$ cat src/rtl/rtc_evt_pkg.sv
package rtc_evt_pkg;
  // Index of each boundary in the match vector
  localparam int BND_MINUTE   = 0;
  localparam int BND_HOUR     = 1;
  localparam int BND_MIDNIGHT = 2;
  localparam int BND_NOON     = 3;
  localparam int BND_WEEK     = 4;
  localparam int BND_MONTH    = 5;
  localparam int BND_YEAR     = 6;
  localparam int BND_COUNT    = 7;
  localparam int TIME_BASE    = BND_MINUTE;
  localparam int CAL_BASE     = BND_WEEK;

  typedef enum logic [1:0] {
    TSEL_MINUTE   = 2'd0,
    TSEL_HOUR     = 2'd1,
    TSEL_MIDNIGHT = 2'd2,
    TSEL_NOON     = 2'd3
  } time_sel_e;

  typedef enum logic [1:0] {
    CSEL_WEEK  = 2'd0,
    CSEL_MONTH = 2'd1,
    CSEL_YEAR  = 2'd2,
    CSEL_NONE  = 2'd3
  } cal_sel_e;
endpackage

$ cat src/rtl/rtc_evt_match.sv
module rtc_evt_match
  import rtc_evt_pkg::*;
#(
  parameter int SEC_W      = 6,
  parameter int MIN_W      = 6,
  parameter int HOUR_W     = 5,
  parameter int WDAY_W     = 3,
  parameter int DATE_W     = 5,
  parameter int MONTH_W    = 4,
  parameter int NOON_HOUR  = 12,
  parameter int MONDAY_VAL = 1,
  parameter int FIRST_DATE = 1,
  parameter int JAN_VAL    = 1
) (
  input  logic [SEC_W-1:0]     sec_cnt,
  input  logic [MIN_W-1:0]     min_cnt,
  input  logic [HOUR_W-1:0]    hour_cnt,
  input  logic [WDAY_W-1:0]    wday_cnt,
  input  logic [DATE_W-1:0]    date_cnt,
  input  logic [MONTH_W-1:0]   month_cnt,
  output logic [BND_COUNT-1:0] match
);
  localparam logic [HOUR_W-1:0]  NOON_H = HOUR_W'(NOON_HOUR);
  localparam logic [WDAY_W-1:0]  MON_D  = WDAY_W'(MONDAY_VAL);
  localparam logic [DATE_W-1:0]  DATE1  = DATE_W'(FIRST_DATE);
  localparam logic [MONTH_W-1:0] JAN_M  = MONTH_W'(JAN_VAL);

  logic top_of_minute, top_of_hour, at_midnight;

  always_comb begin
    top_of_minute = (sec_cnt == '0);
    top_of_hour   = top_of_minute && (min_cnt == '0);
    at_midnight   = top_of_hour && (hour_cnt == '0);
    match                = '0;
    match[BND_MINUTE]    = top_of_minute;
    match[BND_HOUR]      = top_of_hour;
    match[BND_MIDNIGHT]  = at_midnight;
    match[BND_NOON]      = top_of_hour && (hour_cnt == NOON_H);
    match[BND_WEEK]      = at_midnight && (wday_cnt == MON_D);
    match[BND_MONTH]     = at_midnight && (date_cnt == DATE1);
    match[BND_YEAR]      = at_midnight && (date_cnt == DATE1) && (month_cnt == JAN_M);
  end
endmodule

$ cat src/rtl/rtc_evt_edge.sv
module rtc_evt_edge #(
  parameter int N = 7
) (
  input  logic         clk,
  input  logic         rst,
  input  logic         tick,
  input  logic [N-1:0] match,
  output logic [N-1:0] fire
);
  // One history bit per boundary so a selector change cannot re-fire a held value
  for (genvar i = 0; i < N; i++) begin : g_bnd
    logic seen_q;

    always_ff @(posedge clk) begin
      if (rst)       seen_q <= 1'b0;
      else if (tick) seen_q <= match[i];
    end

    assign fire[i] = tick && match[i] && !seen_q;

    AST_FIRE_NEEDS_TICK: assert property (@(posedge clk) disable iff (rst)
      fire[i] |-> tick);
    AST_FIRE_ONCE: assert property (@(posedge clk) disable iff (rst)
      fire[i] |=> !fire[i]);
  end
endmodule

$ cat src/rtl/rtc_evt_flag.sv
module rtc_evt_flag (
  input  logic clk,
  input  logic rst,
  input  logic set,
  input  logic clr,
  output logic flag
);
  always_ff @(posedge clk) begin
    if (rst)      flag <= 1'b0;
    else if (set) flag <= 1'b1;
    else if (clr) flag <= 1'b0;
  end

  AST_SET_WINS: assert property (@(posedge clk) disable iff (rst)
    set |=> flag);
  AST_CLR_DROPS: assert property (@(posedge clk) disable iff (rst)
    (clr && !set) |=> !flag);
  AST_RISE_FROM_SET: assert property (@(posedge clk) disable iff (rst)
    $rose(flag) |-> $past(set));
endmodule

$ cat src/rtl/rtc_evt_detect.sv
module rtc_evt_detect
  import rtc_evt_pkg::*;
#(
  parameter int SEC_W      = 6,
  parameter int MIN_W      = 6,
  parameter int HOUR_W     = 5,
  parameter int WDAY_W     = 3,
  parameter int DATE_W     = 5,
  parameter int MONTH_W    = 4,
  parameter int NOON_HOUR  = 12,
  parameter int MONDAY_VAL = 1
) (
  input  logic               clk,
  input  logic               rst,
  input  logic               sec_tick,
  input  logic [SEC_W-1:0]   sec_cnt,
  input  logic [MIN_W-1:0]   min_cnt,
  input  logic [HOUR_W-1:0]  hour_cnt,
  input  logic [WDAY_W-1:0]  wday_cnt,
  input  logic [DATE_W-1:0]  date_cnt,
  input  logic [MONTH_W-1:0] month_cnt,
  input  logic [1:0]         time_sel,
  input  logic [1:0]         cal_sel,
  input  logic               utc_mode,
  input  logic               time_clr,
  input  logic               cal_clr,
  output logic               time_evt_flag,
  output logic               cal_evt_flag
);
  localparam int NFLAG = 2;

  logic [BND_COUNT-1:0] bnd_match, bnd_fire;
  logic [NFLAG-1:0]     flag_set, flag_clr, flag_q;
  time_sel_e            tsel;
  cal_sel_e             csel;

  rtc_evt_match #(
    .SEC_W(SEC_W), .MIN_W(MIN_W), .HOUR_W(HOUR_W), .WDAY_W(WDAY_W),
    .DATE_W(DATE_W), .MONTH_W(MONTH_W), .NOON_HOUR(NOON_HOUR),
    .MONDAY_VAL(MONDAY_VAL), .FIRST_DATE(1), .JAN_VAL(1)
  ) u_match (
    .sec_cnt(sec_cnt), .min_cnt(min_cnt), .hour_cnt(hour_cnt),
    .wday_cnt(wday_cnt), .date_cnt(date_cnt), .month_cnt(month_cnt),
    .match(bnd_match)
  );

  rtc_evt_edge #(.N(BND_COUNT)) u_edge (
    .clk(clk), .rst(rst), .tick(sec_tick), .match(bnd_match), .fire(bnd_fire)
  );

  always_comb begin
    tsel = time_sel_e'(time_sel);
    csel = cal_sel_e'(cal_sel);
    flag_set[0] = !utc_mode && bnd_fire[TIME_BASE + int'(tsel)];
    flag_set[1] = !utc_mode && (csel != CSEL_NONE) &&
                  bnd_fire[CAL_BASE + int'(csel[1:0] == 2'd3 ? 2'd0 : csel[1:0])];
    flag_clr    = {cal_clr, time_clr};
  end

  for (genvar f = 0; f < NFLAG; f++) begin : g_flag
    rtc_evt_flag u_flag (
      .clk(clk), .rst(rst), .set(flag_set[f]), .clr(flag_clr[f]), .flag(flag_q[f])
    );
  end

  assign time_evt_flag = flag_q[0];
  assign cal_evt_flag  = flag_q[1];

  AST_UTC_NO_TIME: assert property (@(posedge clk) disable iff (rst)
    $rose(time_evt_flag) |-> !$past(utc_mode));
  AST_UTC_NO_CAL: assert property (@(posedge clk) disable iff (rst)
    $rose(cal_evt_flag) |-> !$past(utc_mode));
  AST_RESERVED_CAL: assert property (@(posedge clk) disable iff (rst)
    $rose(cal_evt_flag) |-> ($past(cal_sel) != 2'd3));
  AST_TIME_ON_TICK: assert property (@(posedge clk) disable iff (rst)
    $rose(time_evt_flag) |-> $past(sec_tick));
endmodule

$ cat config.mk
export PLATFORM = sky130hd
export DESIGN_NAME = rtc_evt_detect
export DESIGN_NICKNAME = d
export VERILOG_FILES = /design/src/rtl/rtc_evt_pkg.sv /design/src/rtl/rtc_evt_match.sv /design/src/rtl/rtc_evt_edge.sv /design/src/rtl/rtc_evt_flag.sv /design/src/rtl/rtc_evt_detect.sv
export SDC_FILE = /design/constraint.sdc
export NUM_CORES = 1
export LEC_CHECK = 0
export ABC_AREA = 1
export CAP_MARGIN = 20
export CORE_UTILIZATION = 35
export DETAILED_ROUTE_END_ITERATION = 6
export PLACE_DENSITY_LB_ADDON = 0.05
export SLEW_MARGIN = 15
export SYNTH_ARGS = -nofsm -noshare
export SYNTH_HDL_FRONTEND = slang
export SYNTH_SLANG_ARGS = --single-unit
$ cat constraint.sdc
create_clock -name clk -period 1.45 [get_ports clk]
set_clock_uncertainty 0.1 [all_clocks]
set_input_delay 0.29 -clock clk [delete_from_list [all_inputs] [get_ports clk]]
set_output_delay 0.29 -clock clk [all_outputs]
set_load 0.01 [all_outputs]
==> results.yml, run 1 <==
run_status:
  run_status: "completed"
yosys:
  synthTopCellsByArea: "dfxtp_1, inv_1, nand2_1"
  ys_ff_latch: 9
  ys_warn_count: 0
  syn_inst: 103
  mean_instance_size_in_the_synthesized_netlist_um2: 6.292
  synth_cell_type_count: 20
  synth-seq-area-share: 0.2780
  mappedNetlistArea_um2: 648.1
  yosys.area.top_type_share: 0.2780
  syn_nets: 142
  synth_largest_area_cell: "dfxtp_1"
placement:
  placed_cells: 173
  portBuffers: 40
  gp_congestion: 0.8024
  placedInstanceArea_mm2: 0.001121
  place.detailed.hpwl_um: 1364
setup_path:
  path_buf_inv: 3
  worst_ep_required_time_ns: 1.55
  critPathKind: "in2reg"
  critical-path-top-delay-family: "buffers and inverters"
  critical_path_arrival_ns: 1.46
  worst_path_most_repeated_cell: "nand3_2"
  timing.critical_path.slowest_cell_delay_ns: 0.45
  r2r_start: "u_edge.g_bnd[5].seen_q$_SDFFE_PP0P_"
  critPathCaptureType: "flip-flop"
  worst_r2r_endpoint: "g_flag[1].u_flag.flag$_SDFFE_PP0P_"
  timing.reg2reg.setup_slack_ns: 0.44
  crit_fanout: 2
  critPathSlowestCell: "clkdlybuf4s50_1"
  worstRegToRegCells: 5
  timing.critical_path.from_type: "primary input"
  crit_path_cell_trace: "clkdlybuf4s50_1 > inv_1 > nor4_1 > buf_4 > nand3_2 > nand2_2 > nand3_2 > a21oi_2"
cts:
  h_tree_level_count: 1
  cts_num_sinks: 9
  ctsLongestPathBuffers: 2
  cts_made_buffers: 3
  cts_hold_buffers: 0
  cts_root_buf: "clkbuf_4"
  clock_tree_from_tritoncts: "done"
  worst_skew_pair.late_latency_ns: 0.27
  worst_setup_hold_path_clk_slew_ns: 0.06
die:
  number_of_core_rows: 15
  floorplan.initialDensity: 0.3754
  die_height_um: 45.03
  number_of_top_level_design_ports: 41
  die-width_um: 45.03
  fp.dieArea_mm2: 0.002028
  floorplan.core_area_mm2: 0.001727
routing:
  drt-pass1-iter-count: 4
  drt_first_iter_violations: 10
  antenna_violating_nets_post_route: 0
  drc: 0
  drt-wirelength-per-cell_um: 9.459
  finalWirelength_um: 1731
  detailroute.via_count: 807
  detail_route.vias_per_cell: 4.410
power:
  fraction_of_power_consumed_by_sequential_logic: 0.410
  netSwitchingFraction: 0.2525
  clock_power_share: 0.325
  cellInternalPower_mw: 0.4567
  vdd_ir_drop_max_uv: 541.3
  design_power_total_mw: 0.6110
  power.share.combinational: 0.265
  total_power_density_per_cell_area_mw_per_mm2: 498.8
  pleak_nw: 0.6072
  netSwitchingPower_mw: 0.1543
timing:
  final.hold.worst_slack_ns: 0.3659
  timing_worst_slew_pin_value_ns: 0.3507
  fmaxAchievable_ghz: 0.7349
  final_critical_period_ns: 1.361
  period_share: 0.9384
  timing.max_slew.rel_slack: 0.7654
  timing.final.setup_violations: 0
  finalHoldViolCount: 0
  finalMaxSlewViolations: 0
global_routing:
  via_count_of_the_first_global_routing_pass: 676
  grt_use_total: 0.1730
  grt_antenna_before_repair: 0
  grt_start_max_net_pins: 10
  gr-total-overflow: 0
  first_pass_grt_wire_length_um: 2559
cells_and_area:
  design.final.nets: 198
  final_cell_mix: "nand2_1, inv_1, clkdlybuf4s50_1"
  antenna_cells_inserted: 0
  layout.cells.most_common: "nand2_1"
  final_layout_size_suffix_gt1_frac: 0.2658
  non_filler_cells_in_the_finished_layout: 183
  syn2layout_area_growth_pct: 89.00
  filler_cell_count: 154
  post-route-cell-area_mm2: 0.001225
run:
  maxCapViolCount: 0
hold_path:
  hp-class: "reg2reg"
  worst_hold_startpoint: "u_edge.g_bnd[0].seen_q$_SDFFE_PP0P_"
  min_delay_worst_endpoint: "u_edge.g_bnd[0].seen_q$_SDFFE_PP0P_"
  hold_depth: 2
==> worst reg2reg max path: stages (launching register included) <==
cell and delay [ns]:
dfxtp_1 0.31, nor2_1 0.10, nand4_1 0.12, nand3_1 0.12
nand3_2 0.08, a21oi_2 0.12
==> synthesized netlist by cell type <==
| cell type | number |
|---|---|
| a21oi_1 | 8 |
| a21oi_2 | 1 |
| buf_1 | 1 |
| dfxtp_1 | 9 |
| inv_1 | 22 |
| inv_2 | 3 |
| nand2_1 | 20 |
| nand2_2 | 2 |
| nand3_1 | 6 |
| nand3_2 | 2 |
| nand3_4 | 1 |
| nand3b_1 | 1 |
| nand4_1 | 3 |
| nor2_1 | 14 |
| nor2_2 | 2 |
| nor2_4 | 4 |
| nor3_2 | 1 |
| nor3b_1 | 1 |
| nor4_1 | 1 |
| or2_1 | 1 |
==> cells by family (layout without fill, tap and decap cells) <==
| kind of cell | after synthesis | after routing | share of synthesized area |
|---|---|---|---|
| buffers and inverters | 26 | 81 | 0.1506 |
| AND/OR/NAND/NOR | 59 | 59 | 0.4962 |
| AO/OA/AOI/OAI | 9 | 9 | 0.07529 |
| flip-flops | 9 | 9 | 0.2780 |
==> metrics by stage <==
step	setup WS (ns)	setup TNS [ns]	utilization
2_1_floorplan	0.1658	0	-
3_3_place_gp	-0.3608	-1.577	0.6493
3_5_place_dp	-0.3694	-1.716	0.6493
4_1_cts	0.003418	0	0.6819
5_1_grt	-0.005287	-0.005287	0.7094
6_report	0.08933	0	0.7094
==> state kept, by name (all words and copies together), names as in the netlist <==
signal,cells
u_edge.g_bnd.seen_q,7
g_flag.u_flag.flag,2
==> layout make-up <==
class / count / area (um^2) / area share
timing repair buffer: 52 / 493.0 / 0.4025
multi-input combinational: 68 / 400.4 / 0.3269
sequential: 9 / 180.2 / 0.1471
inverter: 25 / 93.84 / 0.07661
tap: 25 / 31.28 / 0.02554
clock buffer: 4 / 26.28 / 0.02145
==> routing by layer <==
metal / global-route usage / part of all wire / wire length [um] / vias up
li1: - / - / - / 421
met1: 0.1867 / 0.38 / 661 / 363
met2: 0.3217 / 0.56 / 965 / 20
met3: 0.06000 / 0.051 / 88 / 3
met4: 0.03636 / 0.0092 / 16 / 0
met5: 0 / 0 / 0 / -
==> how the worst max path moves through the flow <==
stage | depth (start not counted) | startpoint | endpoint | slack (ns)
final | 8 | month_cnt[0] | g_flag[1].u_flag.flag$_SDFFE_PP0P_ | 0.09
after detailed placement | 11 | sec_tick | g_flag[0].u_flag.flag$_SDFFE_PP0P_ | -0.37
after floorplan | 8 | date_cnt[3] | g_flag[1].u_flag.flag$_SDFFE_PP0P_ | 0.17
after global routing | 8 | month_cnt[0] | g_flag[1].u_flag.flag$_SDFFE_PP0P_ | -0.005
after global placement | 11 | sec_tick | g_flag[0].u_flag.flag$_SDFFE_PP0P_ | -0.36
after CTS | 9 | date_cnt[3] | g_flag[1].u_flag.flag$_SDFFE_PP0P_ | 0.003
==> power groups by stage <==
stage                     Sequential, mW  Combinational [mW]  Clock [mW]
final                              0.251               0.162       0.198
after global routing               0.251               0.176       0.218
after CTS                          0.251               0.161       0.209
after floorplan                    0.257              0.0471           0
after global placement             0.256               0.168           0
after detailed placement           0.256               0.171           0
==> timing repair <==
action / CTS / global route
endpoints found under the setup margin: 4 / 4
pin swaps: 13 / 16
setup buffers: 5 / 1
gates resized for setup: 17 / 17
Power figures use the tool's default switching activity.
==> inputs of run 2 (changes only) <==
--- a/config.mk
+++ b/config.mk
@@ -6,10 +6,11 @@
 export NUM_CORES = 1
 export LEC_CHECK = 0
 export ABC_AREA = 1
-export CAP_MARGIN = 20
+export CAP_MARGIN = 25
 export CORE_UTILIZATION = 35
 export DETAILED_ROUTE_END_ITERATION = 6
 export PLACE_DENSITY_LB_ADDON = 0.05
+export REMOVE_ABC_BUFFERS = 1
 export SLEW_MARGIN = 15
 export SYNTH_ARGS = -nofsm -noshare
 export SYNTH_HDL_FRONTEND = slang
==> results.yml, run 2 (synthesis results as in run 1) <==
routing:
  drt_first_iter_violations: 9
  drt-wirelength-per-cell_um: 9.403
  detail_route.vias_per_cell: 4.359
  drc: 0
  antenna_violating_nets_post_route: 0
  drt-pass1-iter-count: 2
  detailroute.via_count: 789
  finalWirelength_um: 1702
die:
  floorplan.initialDensity: 0.3754
  die_height_um: 45.03
  number_of_top_level_design_ports: 41
  floorplan.core_area_mm2: 0.001727
  die-width_um: 45.03
  number_of_core_rows: 15
  fp.dieArea_mm2: 0.002028
cts:
  cts_num_sinks: 9
  worst_skew_pair.late_latency_ns: 0.27
  ctsLongestPathBuffers: 2
  worst_setup_hold_path_clk_slew_ns: 0.06
  cts_root_buf: "clkbuf_4"
  h_tree_level_count: 1
  cts_hold_buffers: 0
  clock_tree_from_tritoncts: "done"
  cts_made_buffers: 3
setup_path:
  timing.reg2reg.setup_slack_ns: 0.47
  timing.critical_path.from_type: "primary input"
  worst_ep_required_time_ns: 1.55
  critPathKind: "in2reg"
  worstRegToRegCells: 5
  r2r_start: "u_edge.g_bnd[5].seen_q$_SDFFE_PP0P_"
  crit_fanout: 4
  critical_path_arrival_ns: 1.45
  worst_r2r_endpoint: "g_flag[1].u_flag.flag$_SDFFE_PP0P_"
  critPathCaptureType: "flip-flop"
hold_path:
  worst_hold_startpoint: "u_edge.g_bnd[1].seen_q$_SDFFE_PP0P_"
  min_delay_worst_endpoint: "u_edge.g_bnd[1].seen_q$_SDFFE_PP0P_"
  hp-class: "reg2reg"
  hold_depth: 2
cells_and_area:
  final_cell_mix: "dlygate4sd2_1, inv_1, nand2_1"
  reg_top3: "u_edge.g_bnd.seen_q x7, g_flag.u_flag.flag x2"
  largest_reg_flops: 7
  final_layout_size_suffix_gt1_frac: 0.2436
  design.final.nets: 196
  non_filler_cells_in_the_finished_layout: 181
  post-route-cell-area_mm2: 0.001187
  top_register: "u_edge.g_bnd.seen_q"
  antenna_cells_inserted: 0
  syn2layout_area_growth_pct: 83.20
  layout.cells.most_common: "dlygate4sd2_1"
global_routing:
  grt_antenna_before_repair: 0
  grt_use_total: 0.1754
  grt_start_max_net_pins: 10
  via_count_of_the_first_global_routing_pass: 687
  gr-total-overflow: 0
  first_pass_grt_wire_length_um: 2539
timing:
  fmaxAchievable_ghz: 0.7380
  finalMaxSlewViolations: 0
  timing.final.setup_violations: 0
  final.hold.worst_slack_ns: 0.3645
  timing.max_slew.rel_slack: 0.7472
  timing_worst_slew_pin_value_ns: 0.3780
  period_share: 0.9345
  final_critical_period_ns: 1.355
  finalHoldViolCount: 0
power:
  pleak_nw: 0.5621
  total_power_density_per_cell_area_mw_per_mm2: 515.0
  vdd_ir_drop_max_uv: 355.4
placement:
  portBuffers: 40
  place.detailed.hpwl_um: 1372
  placedInstanceArea_mm2: 0.001121
  placed_cells: 173
  gp_congestion: 0.8055
run_status:
  run_status: "completed"
run:
  maxCapViolCount: 0
## run 2: cell types whose count changed in the layout (fill, tap and decap cells not counted), moves of 2 or more
cell,change
dlygate4sd2_1,+6
dlymetal6s2s_1,-5
buf_4,-3
clkdlybuf4s50_1,-2
## run 2: worst max path at each step
stage / slack [ns] / end / from / cells after the start
6_report: 0.09 / g_flag[0].u_flag.flag$_SDFFE_PP0P_ / sec_cnt[5] / 12
4_1_cts: 0.0005 / g_flag[1].u_flag.flag$_SDFFE_PP0P_ / hour_cnt[4] / 10
2_1_floorplan: 0.17 / g_flag[1].u_flag.flag$_SDFFE_PP0P_ / date_cnt[3] / 8
5_1_grt: -0.006 / g_flag[0].u_flag.flag$_SDFFE_PP0P_ / sec_cnt[5] / 12
3_5_place_dp: -0.39 / g_flag[0].u_flag.flag$_SDFFE_PP0P_ / sec_tick / 11
3_3_place_gp: -0.35 / g_flag[0].u_flag.flag$_SDFFE_PP0P_ / sec_tick / 11
## run 2: cell type report
cell class	instances	area, um^2
clock buffer	4	26.28
inverter	25	93.84
multi-input combinational	68	394.1
sequential	9	180.2
tap	25	31.28
timing repair buffer	50	461.7
fill	170	539.3
## run 2: through the flow
stage	utilization	TNS [ns]	power [mW]	worst slack [ns]
floorplan	-	0	0.3008	0.1667
global placement	0.6493	-1.568	0.4233	-0.3533
detailed placement	0.6493	-1.862	0.4275	-0.3861
CTS	0.6696	0	0.6177	0.0004894
global route	0.6877	-0.005846	0.6536	-0.005846
finish	0.6877	0	0.6115	0.09499
## run 2: what timing repair did
item                                   4_1_cts  5_1_grt
setup buffers                                3        1
resized for setup                           27        8
endpoints found under the hold margin        0        0
pin swaps                                   21       10
setup endpoints to repair                    4        2
## run 2: routing by layer
metal	track usage	part of all wire	vias to the layer above
li1	-	-	422
met1	0.1838	0.40	345
met2	0.3246	0.53	19
met3	0.06000	0.052	3
met4	0.05455	0.013	0
met5	0	0	-
## run 2: worst max-delay path, stage by stage
cell and delay, ns:
dlygate4sd2_1 0.25, inv_1 0.05, nand2_1 0.04, nor2_1 0.13
nand2_2 0.10, nor2_4 0.13, inv_2 0.05, nor2_2 0.09
nand2_1 0.06, nand3_1 0.06, nand3_1 0.06, a21oi_1 0.12
## run 2: report_power, final
part	total [mW]	switching (mW)	internal (mW)
combinational	0.159	0.0610	0.0979
sequential	0.250	0.00103	0.249
clock	0.202	0.0955	0.107
total	0.612	0.158	0.454
